--- config.mk ---
export PLATFORM = sky130hd
export DESIGN_NAME = ld_hazard_gate
export DESIGN_NICKNAME = d
export VERILOG_FILES = /design/src/rtl/ld_hazard_pkg.sv /design/src/rtl/ld_hazard_ctrl.sv /design/src/rtl/ld_hazard_dp.sv /design/src/rtl/ld_hazard_gate.sv
export SDC_FILE = /design/constraint.sdc
export NUM_CORES = 1
export LEC_CHECK = 0
export ABC_CLOCK_PERIOD_IN_PS = 6470
export BUFFER_PORTS_ARGS = -buffer_cell sky130_fd_sc_hd__buf_2
export CAP_MARGIN = 40
export CORE_AREA = 4 4 124 126
export DETAILED_ROUTE_END_ITERATION = 12
export DIE_AREA = 0 0 128 130
export MAX_ROUTING_LAYER = met4
export PLACE_DENSITY_LB_ADDON = 0.05
export SYNTH_ARGS = -nofsm -noshare
export SYNTH_HDL_FRONTEND = slang
export SYNTH_SLANG_ARGS = --single-unit
--- constraint.sdc ---
create_clock -name vclk -period 6.47
set_clock_uncertainty 0.05 [all_clocks]
set_input_delay 1.294 -clock vclk [all_inputs]
set_output_delay 1.294 -clock vclk [all_outputs]
set_load 0.02 [all_outputs]
--- src/rtl/ld_hazard_pkg.sv ---
package ld_hazard_pkg;

  // Strobes the control half hands to the comparator half each cycle.
  typedef struct packed {
    logic chkEn;       // a load is asking for a verdict
    logic loadOldest;  // the load sits at the head: nothing can be older
  } hzStrobe_t;

endpackage

--- src/rtl/ld_hazard_ctrl.sv ---
module ld_hazard_ctrl
  import ld_hazard_pkg::*;
#(
  parameter int unsigned ENTRIES = 8,
  localparam int unsigned TAG_W  = $clog2(ENTRIES)
) (
  input  logic [TAG_W-1:0]   head,
  input  logic [ENTRIES-1:0] stValid,
  input  logic [ENTRIES-1:0] killMask,
  input  logic               loadValid,
  input  logic [TAG_W-1:0]   loadTag,
  input  logic [ENTRIES-1:0] conflict,
  output hzStrobe_t          strobe,
  output logic [ENTRIES-1:0] candMask,
  output logic               loadGo,
  output logic               loadStall
);

  logic [TAG_W-1:0] loadAge;
  logic [ENTRIES-1:0] olderMask;

  // Distance from the head; wraps because ENTRIES is a power of two.
  assign loadAge = loadTag - head;

  for (genvar i = 0; i < ENTRIES; i++) begin : g_age
    logic [TAG_W-1:0] slotAge;
    assign slotAge      = TAG_W'(i) - head;
    assign olderMask[i] = (slotAge < loadAge);
  end

  // A slot takes part only if it holds a store, survives any flush
  // this cycle, and precedes the load in program order.
  assign candMask = stValid & ~killMask & olderMask;

  always_comb begin
    strobe.chkEn      = loadValid;
    strobe.loadOldest = (loadTag == head);
  end

  assign loadStall = loadValid & (|conflict);
  assign loadGo    = loadValid & ~(|conflict);

endmodule

--- src/rtl/ld_hazard_dp.sv ---
module ld_hazard_dp
  import ld_hazard_pkg::*;
#(
  parameter int unsigned ENTRIES = 8,
  parameter int unsigned ADDR_W  = 32
) (
  input  hzStrobe_t                       strobe,
  input  logic [ENTRIES-1:0]              candMask,
  input  logic [ENTRIES-1:0]              addrKnown,
  input  logic [ENTRIES-1:0][ADDR_W-1:0]  stAddr,
  input  logic [ADDR_W-1:0]               loadAddr,
  output logic [ENTRIES-1:0]              conflict
);

  logic gateOn;
  assign gateOn = strobe.chkEn & ~strobe.loadOldest;

  for (genvar i = 0; i < ENTRIES; i++) begin : g_cmp
    logic sameWord;
    assign sameWord    = (stAddr[i] == loadAddr);
    // An unresolved address may alias anything: treat it as a hit.
    assign conflict[i] = gateOn & candMask[i] & (~addrKnown[i] | sameWord);
  end

endmodule

--- src/rtl/ld_hazard_gate.sv ---
module ld_hazard_gate
  import ld_hazard_pkg::*;
#(
  parameter int unsigned ENTRIES = 8,
  parameter int unsigned ADDR_W  = 32,
  localparam int unsigned TAG_W  = $clog2(ENTRIES)
) (
  input  logic                            clk,
  input  logic                            rstN,
  input  logic [TAG_W-1:0]                head,
  input  logic [ENTRIES-1:0]              stValid,
  input  logic [ENTRIES-1:0]              addrKnown,
  input  logic [ENTRIES-1:0]              killMask,
  input  logic [ENTRIES-1:0][ADDR_W-1:0]  stAddr,
  input  logic                            loadValid,
  input  logic [TAG_W-1:0]                loadTag,
  input  logic [ADDR_W-1:0]               loadAddr,
  output logic                            loadGo,
  output logic                            loadStall
);

  hzStrobe_t          strobe;
  logic [ENTRIES-1:0] candMask;
  logic [ENTRIES-1:0] conflict;

  ld_hazard_ctrl #(.ENTRIES(ENTRIES)) u_ctrl (
    .head      (head),
    .stValid   (stValid),
    .killMask  (killMask),
    .loadValid (loadValid),
    .loadTag   (loadTag),
    .conflict  (conflict),
    .strobe    (strobe),
    .candMask  (candMask),
    .loadGo    (loadGo),
    .loadStall (loadStall)
  );

  ld_hazard_dp #(.ENTRIES(ENTRIES), .ADDR_W(ADDR_W)) u_dp (
    .strobe    (strobe),
    .candMask  (candMask),
    .addrKnown (addrKnown),
    .stAddr    (stAddr),
    .loadAddr  (loadAddr),
    .conflict  (conflict)
  );

endmodule

; Word level (Yosys, flattened, before mapping)
; Cells that the tools add are included.
[totals]
ff_bits = 0
in_bits = 321
out_inout_bits = 2
wordCells = 67
[classes]
add_sub_neg = 9
order_cmp = 8
n_eq_ne = 9
bitwise_logic = 40
n_reduce_logical = 1
[op_table]
columns = op, count
row1 = == test 32 bit, 8
row2 = less-than comparator 3 bit, 8
row3 = AND 1 bit, 19
row4 = AND 8 bit, 2
row5 = "subtractor 3 bit, first input constant", 4
row6 = inverter 1 bit, 10
row7 = inverter 8 bit, 1
row8 = OR 1 bit, 8
row9 = OR reduction 8 bit, 1
row10 = "subtractor 1 x 3 -> 3 bit, first input constant", 2
row11 = "subtractor 2 x 3 -> 3 bit, first input constant", 2
row12 = == test 3 bit, 1
row13 = subtractor 3 bit, 1

; Depth between registers and ports, before layout
[depth]
ltp_word = 8
mapped_depth = 12

; By module
; Synthesis repeated with hierarchy kept, for this count alone.
[unflattened]
hier_cells = 452
hier_area_um2 = 3618.5
[by_module_without_submodules]
columns = module, n_inst, cells_per_inst, area_per_inst_um2
row1 = ld_hazard_dp, 1, 385, 3104.2
row2 = ld_hazard_ctrl, 1, 67, 514.2

; Worst setup path after synthesis
; No wires, ideal clock.
[synth_timing]
path_type = in2out
startpoint = input port loadTag[0]
endpoint = output port loadGo
t_arrival_ns = 3.523
setup_slack_ns = 1.603
cell_stages = 12
n_path_buf = 0
path_cell_list = inv_1 > ha_1 > inv_1 > fa_1 > xor2_2 > inv_1 > ha_1 > o22ai_1 > nor3b_1 > a32o_1 > nor4_2 > o21a_1
[synth_via]
elab_chain_cells = 8
[synth_lines]
columns = element, line
row1 = start: declaration, ld_hazard_gate.sv:16  ; input logic [TAG_W-1:0] loadTag,
row2 = subtractor 3 bit or == test 3 bit (tied branches), "ld_hazard_ctrl.sv:23, ld_hazard_ctrl.sv:37"
row3 = less-than comparator 3 bit or inverter 1 bit (tied branches), "ld_hazard_ctrl.sv:28, ld_hazard_dp.sv:16"
row4 = AND 8 bit or AND 1 bit (tied branches), "ld_hazard_ctrl.sv:33, ld_hazard_dp.sv:16"
row5 = AND 1 bit (2 in series), ld_hazard_dp.sv:22  ; assign conflict[i] = gateOn & candMask[i] & (~addrKnown[i] | sameWord);
row6 = OR reduction 8 bit (*), ld_hazard_ctrl.sv:41  ; assign loadGo = loadValid & ~(|conflict);
row7 = inverter 1 bit (*), ld_hazard_ctrl.sv:41
row8 = AND 1 bit (*), ld_hazard_ctrl.sv:41
row9 = end: declaration, ld_hazard_gate.sv:18  ; output logic loadGo,
; Every way passes the cells marked *; elsewhere a longest branch is shown, timed or not.

; Final worst setup path
; Ends and elaborated chain as after synthesis.

==> results_tabular.tex <==
\begin{tabular}{lr}
\hline
Metric & Value \\
\hline
\multicolumn{2}{l}{\textbf{Run status}} \\
Run status & complete, no violations \\
\multicolumn{2}{l}{\textbf{Floorplan}} \\
Number of ports placed on the die boundary & 323 \\
Die footprint & 16600 um\^{}2 \\
Count of standard-cell rows & 44 \\
DIE HEIGHT & 130 um \\
Horizontal extent of the die & 128 um \\
Effective utilization at floorplan & 0.241 \\
Area of the core region & 14300 um\^{}2 \\
\multicolumn{2}{l}{\textbf{Yosys}} \\
Synth top area share & 0.655 \\
Main area contributors after synthesis & xor2\_1, nor4\_1, ha\_1 \\
Cell variety after synth & 28 \\
Post-Synthesis Mean Instance Area & 7.93 um\^{}2 \\
Sequential fraction of the synthesis area & 0 \\
Post-synthesis cell area & 3450 um\^{}2 \\
Cells after Synth & 435 \\
Net count after synthesis & 770 \\
Leading area contributor after synthesis & xor2\_1 \\
Total of warnings raised by yosys & 0 \\
\multicolumn{2}{l}{\textbf{Placement}} \\
Post-Place Cells & 907 \\
Pre-CTS worst setup slack & 1.17 ns \\
Number of I/O port buffers & 321 \\
HPWL after detailed placement & 15900 um \\
GP Congestion & 0.849 \\
Post-DP Area & 5110 um\^{}2 \\
\multicolumn{2}{l}{\textbf{Timing}} \\
Number of endpoints with negative hold slack in the final report & 0 \\
Max-slew violations & 0 \\
Share of the clock period used by the worst path & 0.820 \\
Relative slew slack & 0.627 \\
Clock period minus worst slack & 5.31 ns \\
Setup\_tns & 0 ns \\
Post-route worst setup slack & 1.16 ns \\
Maximum clock frequency & 188 MHz \\
RSZ-0062 raised after global routing & false \\
Count of endpoints failing setup in the final report & 0 \\
Tightest Pin Transition & 0.554 ns \\
\multicolumn{2}{l}{\textbf{Global route}} \\
Antenna violations before repair & 1 \\
Via count of the first global-routing pass & 4353 \\
Met1 GRT Util & 0.234 \\
Overall global routing resource usage & 0.199 \\
Most used routing layer in global routing & met2 \\
Global-route wire length before repair & 24700 um \\
Met2 track utilization from global routing & 0.381 \\
Pin count of the biggest net entering global routing & 9 \\
Overall overflow remaining after global route & 0 \\
Met3 track utilization from global routing & 0.0270 \\
\multicolumn{2}{l}{\textbf{Cells and area}} \\
Most common cell after layout, fill and taps aside & buf\_2 \\
Register Area & 0 um\^{}2 \\
Final net count & 1060 \\
Clock buffer cells & 0 \\
Flip-flop and latch count & 0 \\
Area growth from synthesis to layout & 48.4\% \\
Share of final-layout standard cells stronger than drive strength 1 & 0.451 \\
Number of standard cells in the layout, taps in and fillers out & 908 \\
Most frequent cells in the layout & buf\_2, xor2\_1, nor4\_1 \\
Finished Cell Area & 5120 um\^{}2 \\
\multicolumn{2}{l}{\textbf{Route}} \\
Number of iterations in the first detailed-routing pass & 4 \\
Post-route DRC & 0 \\
Count of antenna-violating nets left after detailed routing & 0 \\
Count of routing violations after the opening detailed-route iteration & 73 \\
Total wire length after detailed routing & 17400 um \\
Drt via density & 4.45 \\
Vias & 4038 \\
Detail-routed net length per standard cell & 19.2 um \\
\multicolumn{2}{l}{\textbf{Power and ir drop}} \\
Ratio of total power to cell area & 65.7 nW/um\^{}2 \\
Max VDD drop & 24.5 uV \\
Standby leakage power & 2.65 nW \\
Total power after layout & 336 uW \\
\multicolumn{2}{l}{\textbf{Clock network}} \\
Post-CTS Resized & 0 \\
Setup bufs post-CTS & 0 \\
Hold-fix buffers at CTS & 0 \\
\multicolumn{2}{l}{\textbf{Worst setup path}} \\
Kind of start point of the critical path & input pin \\
Crit path capture type & primary output \\
Critical path fanouts, max & 5 \\
Endpoint required time on the critical path & 5.13 ns \\
Critical path data arrival time & 3.96 ns \\
Crit Path Class & in -> out \\
\multicolumn{2}{l}{\textbf{Hold path}} \\
Class of the worst hold path & in -> out \\
\multicolumn{2}{l}{\textbf{Job}} \\
Reported max-cap violation count & 0 \\
\hline
\end{tabular}
logic make-up (layout without fill, tap and decap cells):
logic type / count (synthesis) / after routing / share of synthesized area
adder cells (fa/ha/maj): 17 / 17 / 0.0624
XOR/XNOR: 261 / 261 / 0.667
AND/OR/NAND/NOR: 92 / 92 / 0.169
buffers and inverters: 45 / 333 / 0.0628
other: 0 / 1 / 0
AO/OA/AOI/OAI: 20 / 20 / 0.0388
worst max-delay path, stage by stage:
cell     delay [ns]
buf_2          0.11
inv_1          0.05
ha_1           0.13
inv_1          0.07
fa_1           0.41
xor2_2         0.30
inv_1          0.15
ha_1           0.33
o22ai_1        0.11
nor3b_1        0.07
a32o_1         0.23
nor4_2         0.38
o21a_1         0.17
buf_2          0.15
synthesized netlist by cell type (2+ instances only):
library cell / number
a2111oi_0: 2
buf_2: 32
o21ai_0: 8
inv_1: 12
maj3_2: 2
nor4_1: 64
nor3b_1: 3
a32o_1: 4
nor2b_1: 2
ha_1: 13
a21oi_1: 3
nand2b_1: 2
nand4_1: 16
xor2_1: 258
per-layer routing:
metal	wire length [um]	vias to the layer above
li1	-	2050
met1	6950	1811
met2	9140	175
met3	1280	2
met4	46	0
met5	0	-
worst paths after layout:
path	startpoint	to	slack, ns	cells past startpoint
setup / recovery	loadTag[0]	loadGo	1.16	14
hold / removal	loadValid	loadGo	2.88	3
power breakdown:
| group | internal [mW] | switching, mW |
|---|---|---|
| logic | 0.165 | 0.171 |
| clock network | 0.0000000207 | 0 |
| registers | 0 | 0 |
layout make-up:
type,count,area (um^2)
diodes,1,2.50
multi-input cells,390,3230
fillers,1606,9200
inverters,12,45.0
repair buffers,321,1610
well taps,184,230
through the flow:
step	util	hold slack, ns
floorplan	-	2.69
global placement	0.357	2.88
detailed placement	0.357	2.88
CTS	0.357	2.88
global route	0.357	2.89
finish	0.357	2.88
Power figures use the tool's default switching activity.
